[src/rtl/trp_pkg.sv]
package trp_pkg;
  localparam int TSW = 43;
  // trap-state word field positions
  localparam int GL_LO  = 40;
  localparam int CCR_LO = 32;
  localparam int ASI_LO = 24;
  localparam int PST_LO = 8;
  localparam logic [11:0] PST_KEEP = 12'hF3F;
  localparam logic [11:0] SEL_BITS = 12'hC01;

  typedef enum logic [2:0] {
    BANK_NORM = 3'd0,
    BANK_ALT  = 3'd1,
    BANK_MMU  = 3'd2,
    BANK_IRQ  = 3'd3
  } bank_e;

  function automatic logic [2:0] sel_to_bank(input logic [11:0] pst);
    logic [11:0] s;
    s = pst & SEL_BITS;
    case (s)
      12'h001: sel_to_bank = BANK_ALT;
      12'h400: sel_to_bank = BANK_MMU;
      12'h800: sel_to_bank = BANK_IRQ;
      default: sel_to_bank = BANK_NORM;
    endcase
  endfunction
endpackage

[src/rtl/trp_unpack.sv]
module trp_unpack #(
  parameter int XLEN = 64,
  parameter int NWIN = 8,
  localparam int CWPW = $clog2(NWIN)
) (
  input  logic [trp_pkg::TSW-1:0] tstate,
  input  logic [XLEN-1:0]         tpc,
  input  logic [XLEN-1:0]         tnpc,
  input  logic                    retry,
  input  logic                    gl_mode,
  output logic [XLEN-1:0]         new_pc,
  output logic [XLEN-1:0]         new_npc,
  output logic [7:0]              new_ccr,
  output logic [7:0]              new_asi,
  output logic [11:0]             new_pst,
  output logic [CWPW-1:0]         new_cwp,
  output logic [2:0]              new_gl,
  output logic [2:0]              new_bank
);
  import trp_pkg::*;

  localparam logic [7:0] NW8 = 8'(NWIN);

  logic [11:0] pst_raw;
  logic [7:0]  wfield;
  logic [7:0]  wmod;

  assign wfield = tstate[7:0];

  generate
    if ((NWIN & (NWIN - 1)) == 0) begin : g_pow2
      assign wmod = wfield & (NW8 - 8'd1);
    end else begin : g_mod
      assign wmod = wfield % NW8;
    end
  endgenerate

  always_comb begin
    new_pc  = retry ? tpc  : tnpc;
    new_npc = retry ? tnpc : tnpc + XLEN'(4);
    new_ccr = tstate[CCR_LO +: 8];
    new_asi = tstate[ASI_LO +: 8];
    new_gl  = tstate[GL_LO +: 3];
    pst_raw = tstate[PST_LO +: 12] & PST_KEEP;
    new_pst = gl_mode ? (pst_raw & ~SEL_BITS) : pst_raw;
    new_cwp = CWPW'(NW8 - 8'd1 - wmod);
    new_bank = gl_mode ? new_gl : sel_to_bank(pst_raw);
  end
endmodule

[src/rtl/trp_gbank.sv]
module trp_gbank #(
  parameter int XLEN  = 64,
  parameter int NBANK = 8,
  parameter int NREG  = 8,
  localparam int BW = $clog2(NBANK),
  localparam int RW = $clog2(NREG),
  localparam int DEPTH = NBANK * NREG
) (
  input  logic            clk,
  input  logic            rst,
  input  logic            bank_ld,
  input  logic [BW-1:0]   bank_nxt,
  input  logic            wr_en,
  input  logic [RW-1:0]   wr_idx,
  input  logic [XLEN-1:0] wr_data,
  input  logic [RW-1:0]   rd_idx,
  output logic [XLEN-1:0] rd_data
);
  logic [XLEN-1:0] mem [DEPTH];
  logic [BW-1:0]   bank_q;

  always_ff @(posedge clk) begin
    if (rst) bank_q <= '0;
    else if (bank_ld) bank_q <= bank_nxt;
  end

  always_ff @(posedge clk) begin
    if (wr_en) mem[{bank_q, wr_idx}] <= wr_data;
    rd_data <= mem[{bank_q, rd_idx}];
  end
endmodule

[src/rtl/trp_restore.sv]
module trp_restore #(
  parameter int XLEN  = 64,
  parameter int MAXTL = 6,
  parameter int NWIN  = 8,
  parameter int HSW   = 12,
  localparam int TLW  = $clog2(MAXTL + 1),
  localparam int CWPW = $clog2(NWIN)
) (
  input  logic                    clk,
  input  logic                    rst,
  input  logic                    op_valid,
  input  logic                    op_retry,
  input  logic                    gl_mode,
  input  logic                    tl_wr_en,
  input  logic [TLW-1:0]          tl_wr_val,
  output logic                    rd_en,
  output logic [TLW-1:0]          rd_lvl,
  input  logic [trp_pkg::TSW-1:0] rd_tstate,
  input  logic [XLEN-1:0]         rd_tpc,
  input  logic [XLEN-1:0]         rd_tnpc,
  input  logic [HSW-1:0]          rd_hstate,
  input  logic                    g_wr_en,
  input  logic [2:0]              g_wr_idx,
  input  logic [XLEN-1:0]         g_wr_data,
  input  logic [2:0]              g_rd_idx,
  output logic [XLEN-1:0]         g_rd_data,
  output logic [XLEN-1:0]         pc,
  output logic [XLEN-1:0]         npc,
  output logic [7:0]              ccr,
  output logic [7:0]              asi,
  output logic [11:0]             pstate,
  output logic [CWPW-1:0]         cwp,
  output logic [2:0]              gl,
  output logic [HSW-1:0]          hpstate,
  output logic [TLW-1:0]          tl,
  output logic                    illegal
);
  logic            busy_q, retry_q, ill_q;
  logic            accept;
  logic [TLW-1:0]  tl_q;
  logic [XLEN-1:0] pc_q, npc_q, u_pc, u_npc;
  logic [7:0]      ccr_q, asi_q, u_ccr, u_asi;
  logic [11:0]     pst_q, u_pst;
  logic [CWPW-1:0] cwp_q, u_cwp;
  logic [2:0]      gl_q, u_gl, u_bank;
  logic [HSW-1:0]  hp_q;

  assign accept = op_valid & ~busy_q;
  assign rd_en  = accept & (tl_q != '0);
  assign rd_lvl = tl_q;

  trp_unpack #(.XLEN(XLEN), .NWIN(NWIN)) u_unpack (
    .tstate(rd_tstate), .tpc(rd_tpc), .tnpc(rd_tnpc),
    .retry(retry_q), .gl_mode(gl_mode),
    .new_pc(u_pc), .new_npc(u_npc), .new_ccr(u_ccr), .new_asi(u_asi),
    .new_pst(u_pst), .new_cwp(u_cwp), .new_gl(u_gl), .new_bank(u_bank)
  );

  trp_gbank #(.XLEN(XLEN), .NBANK(8), .NREG(8)) u_gbank (
    .clk(clk), .rst(rst),
    .bank_ld(busy_q), .bank_nxt(u_bank),
    .wr_en(g_wr_en), .wr_idx(g_wr_idx), .wr_data(g_wr_data),
    .rd_idx(g_rd_idx), .rd_data(g_rd_data)
  );

  always_ff @(posedge clk) begin
    if (rst) begin
      busy_q <= 1'b0; retry_q <= 1'b0; ill_q <= 1'b0;
      tl_q <= '0; pc_q <= '0; npc_q <= '0; ccr_q <= '0; asi_q <= '0;
      pst_q <= '0; cwp_q <= '0; gl_q <= '0; hp_q <= '0;
    end else begin
      ill_q  <= accept & (tl_q == '0);
      busy_q <= rd_en;
      if (rd_en) retry_q <= op_retry;
      if (busy_q) begin
        pc_q  <= u_pc;
        npc_q <= u_npc;
        ccr_q <= u_ccr;
        asi_q <= u_asi;
        pst_q <= u_pst;
        cwp_q <= u_cwp;
        if (gl_mode) begin
          gl_q <= u_gl;
          hp_q <= rd_hstate;
        end
        tl_q <= tl_q - 1'b1;
      end else if (tl_wr_en) begin
        tl_q <= tl_wr_val;
      end
    end
  end

  assign pc = pc_q;  assign npc = npc_q;
  assign ccr = ccr_q; assign asi = asi_q;
  assign pstate = pst_q; assign cwp = cwp_q;
  assign gl = gl_q; assign hpstate = hp_q;
  assign tl = tl_q; assign illegal = ill_q;
endmodule

[config.mk]
export PLATFORM = sky130hd
export DESIGN_NAME = trp_restore
export DESIGN_NICKNAME = d
export VERILOG_FILES = /design/src/rtl/trp_pkg.sv /design/src/rtl/trp_unpack.sv /design/src/rtl/trp_gbank.sv /design/src/rtl/trp_restore.sv
export SDC_FILE = /design/constraint.sdc
export NUM_CORES = 2
export LEC_CHECK = 0
export BUFFER_PORTS_ARGS = -buffer_cell sky130_fd_sc_hd__buf_4
export CAP_MARGIN = 20
export CORE_MARGIN = 2
export CORE_UTILIZATION = 40
export CTS_CLUSTER_DIAMETER = 100
export DETAILED_ROUTE_END_ITERATION = 10
export MAX_ROUTING_LAYER = met4
export PLACE_DENSITY = 0.66
export SLEW_MARGIN = 10
export SYNTH_ARGS = -nofsm -noshare
export SYNTH_HDL_FRONTEND = slang
export SYNTH_SLANG_ARGS = --single-unit
[constraint.sdc]
create_clock -name clk -period 9.38 [get_ports clk]
set_input_delay 0 -clock clk [delete_from_list [all_inputs] [get_ports clk]]
set_output_delay 0 -clock clk [all_outputs]
set_load 0.03 [all_outputs]
==> flow_summary.yaml <==
outcome:
  outcome: "completed"
finish:
  n_fill_cell: 32900
  drive_gt1_share_pct: 26.7
  final_area_mm2: 0.195
  nets: 9004
  post-route-util_pct: 47.6
  final_cells: 14600
  mostFrequentLayoutCells: "edfxtp_1, mux4_2, buf_4"
  seqCellArea_mm2: 0.128
  final_common_cell: "edfxtp_1"
  syn2layout_area_growth_pct: 18.4
  multi_input_area_mm2: 0.0356
clock_tree:
  clk_pin_slew_ps: 60
  clock_latency_ps: 1020
  cts.sinks: 4341
  cts.repair.resized: 0
  cts.path.max_buffers: 4
  tritoncts: "built"
  cts_buffers: 429
  htreeDepth: 5
  root_buffer: "clkbuf_16"
setup_path:
  setup.worst_path.end: "u_gbank.mem[42][31]$_DFFE_PP_"
  critPathRequiredTime_ps: 9990
  startpoint_type: "flip-flop"
  worst-path-max-fanout: 38
  arrival_ps: 5270
  rr_startpoint: "u_gbank.bank_q[1]$_SDFFE_PP0P_"
  regToRegEndpoint: "u_gbank.mem[42][31]$_DFFE_PP_"
  r2r_slack_ps: 4720
  rr_worst_depth: 7
  path_class: "flip-flop to flip-flop"
  critPathLaunch: "u_gbank.bank_q[1]$_SDFFE_PP0P_"
  cp-end-kind: "flip-flop"
detailed_routing:
  vias_per_cell: 5.89
  firstDrtPassIters: 6
  drt-wirelength-per-cell_um: 33.4
  drc_errors: 0
  ant_nets: 0
  drt_wl_total_um: 487000
  dr_total_vias: 85800
  drtIter0Drc: 11100
die:
  core_mm2: 0.410
  die_height_um: 646
  pin_count: 509
  start_util_pct: 40.2
  num_rows: 235
  die_area_mm2: 0.418
  fp.dieW_um: 646
logic_synthesis:
  ys_types: 53
  avgSynthCellArea_um2: 22.0
  yosysSeqAreaShare_pct: 77.5
  synth_cells: 7491
  async_flop_share_pct: 0
  syn-cell-area_mm2: 0.165
  synth_edf_count: 4096
  ys.flop_type: "edfxtp_1"
  ys_ff_latch: 4341
  synth-warning-count: 0
sta:
  final.setup_skew_ps: 61.2
  relSlewSlack_pct: 13.8
  setup_slack_ps: 4720
  period_needed_ps: 4660
  slew_viol_final: 0
  timing.final.hold_violations: 0
  rsz0062_at_grt: "false"
  tns_ps: 0
  max_freq_mhz: 215
  worst_pin_slew_ps: 1260
  setup_viol: 0
  min_period_over_period_pct: 49.7
min_path:
  hp-class: "primary input to flip-flop"
place:
  gp_congestion: 0.888
  place_inst: 13200
  place_hpwl_um: 264000
  pre_cts_slack_ps: 4760
  port_buffers: 495
  place_area_mm2: 0.176
power:
  p_switching_mw: 8.92
  pwr-share-clk_pct: 41.3
  leakagePower_nw: 62.8
  pwr-share-comb_pct: 6.0
  switching_share_pct: 21.9
  seqPwrFrac_pct: 52.6
  ir_drop_uv: 200
  powerDensity_mw_per_mm2: 209
  p_int_mw: 31.8
grt:
  grt_remaining_overflow: 0
  grt_pass1_wl_um: 672000
  antenna_found_initial: 37
  first_global_vias: 85500
  grt_usage_pct: 23.5
  grt_max_degree: 122
job:
  drv_cap: 0
[registers in the layout, summed over array words and instances, names as in the netlist, 8 cells and up]
signal,count
u_gbank.rd_data,64
asi,8
npc,64
u_gbank.mem,4096
ccr,8
hpstate,12
pc,64
pstate,10
[power by group through the flow]
| stage | Clock, mW | Combinational (mW) | Sequential, mW |
|---|---|---|---|
| 6_report | 16.9 | 2.46 | 21.5 |
| 5_1_grt | 17.8 | 2.59 | 21.5 |
| 4_1_cts | 17.1 | 2.45 | 21.5 |
| 3_5_place_dp | 0 | 2.24 | 21.9 |
| 3_3_place_gp | 0 | 2.21 | 21.9 |
| 2_1_floorplan | 0 | 1.06 | 22.0 |
[what timing repair did]
action | 4_1_cts | 5_1_grt
setup endpoints to repair | 0 | 0
hold endpoints to repair | 4361 | 0
setup buffers | 0 | 0
hold buffers | 552 | 0
[worst min-delay path by stage]
stage                            start                          end  cells past startpoint
after floorplan           g_wr_data[0]  u_gbank.mem[0][0]$_DFFE_PP_                      0
after global placement    rd_tstate[1]          cwp[1]$_SDFFE_PP0P_                      2
after detailed placement  rd_tstate[1]          cwp[1]$_SDFFE_PP0P_                      2
after CTS                   rd_tpc[57]          pc[57]$_SDFFE_PP0P_                      4
after global routing       rd_tnpc[59]          pc[59]$_SDFFE_PP0P_                      4
final                       rd_tpc[52]          pc[52]$_SDFFE_PP0P_                      4
[kinds of logic after synthesis]
| kind of cell | count (synthesis) | synth area share (%) |
|---|---|---|
| multiplexers | 1582 | 17.2 |
| AND/OR/NAND/NOR | 567 | 1.73 |
| flip-flops | 4341 | 77.5 |
| AO/OA/AOI/OAI | 511 | 2.12 |
| buffers and inverters | 454 | 1.16 |
| adder cells (fa/ha/maj) | 3 | 0.0228 |
| other | 1 | 0.00227 |
| XOR/XNOR | 32 | 0.170 |
[per-stage QoR]
step	power, mW	hold slack, ps
global route	41.8	27.7
detailed placement	24.1	197
global placement	24.1	194
finish	40.8	16.2
CTS	41.0	0.660
floorplan	23.1	98.9
[synthesized netlist by cell type, drive strengths merged (2+ instances only)]
master     n  area (um^2)
mux4    1005        22600
nand2b    14         87.6
nand3b     7         52.6
or3       26          163
mux2      27          304
or4b       3         30.0
clkbuf   207          777
nand2     62          240
o31ai     15          113
a211oi   125          938
a311oi    31          272
nand4     26          163
edfxtp  4096       123000
xnor2     24          210
or4       58          439
o211ai     9         67.6
a31oi      4         25.0
nor2b     23          144
ha         3         37.5
and2       5         31.3
o21ai     23          115
o41ai     12          105
o22a       5         43.8
nor4      19          119
a22o      16          140
or3b       4         35.0
and4      10         87.6
inv       16         60.1
nor3      16         80.1
a21oi     24          120
nor2     250          938
and3       6         37.5
mux2i    550         5510
nand3     31          155
nor3b      2         15.0
xor2       8         70.1
o221ai     4         35.0
o22ai    241         1510
dfxtp    245         4900
buf      231         1080
[worst max-delay path, stage by stage, from the launching register on]
cell	delay (ps)
dfxtp_1	310
buf_4	180
inv_1	240
nand3_4	670
buf_4	730
nor2_4	690
buf_4	490
buf_4	770
[metal layers]
layer	global-route usage, %	routed length, um	up-vias
li1	-	-	34300
met1	29.2	180000	45900
met2	38.6	242000	4633
met3	4.10	42900	962
met4	9.45	22900	0
met5	-	0	-
[final cells by class]
cell class | instances | share of cell area (%)
antenna | 19 | 0.0243
inverter | 16 | 0.0307
sequential | 4341 | 65.5
timing repair buffer | 1253 | 5.69
tap | 5451 | 3.49
multi-input combinational | 2697 | 18.2
clock buffer | 559 | 5.91
clock inverter | 233 | 1.12
Power figures use the tool's default switching activity.
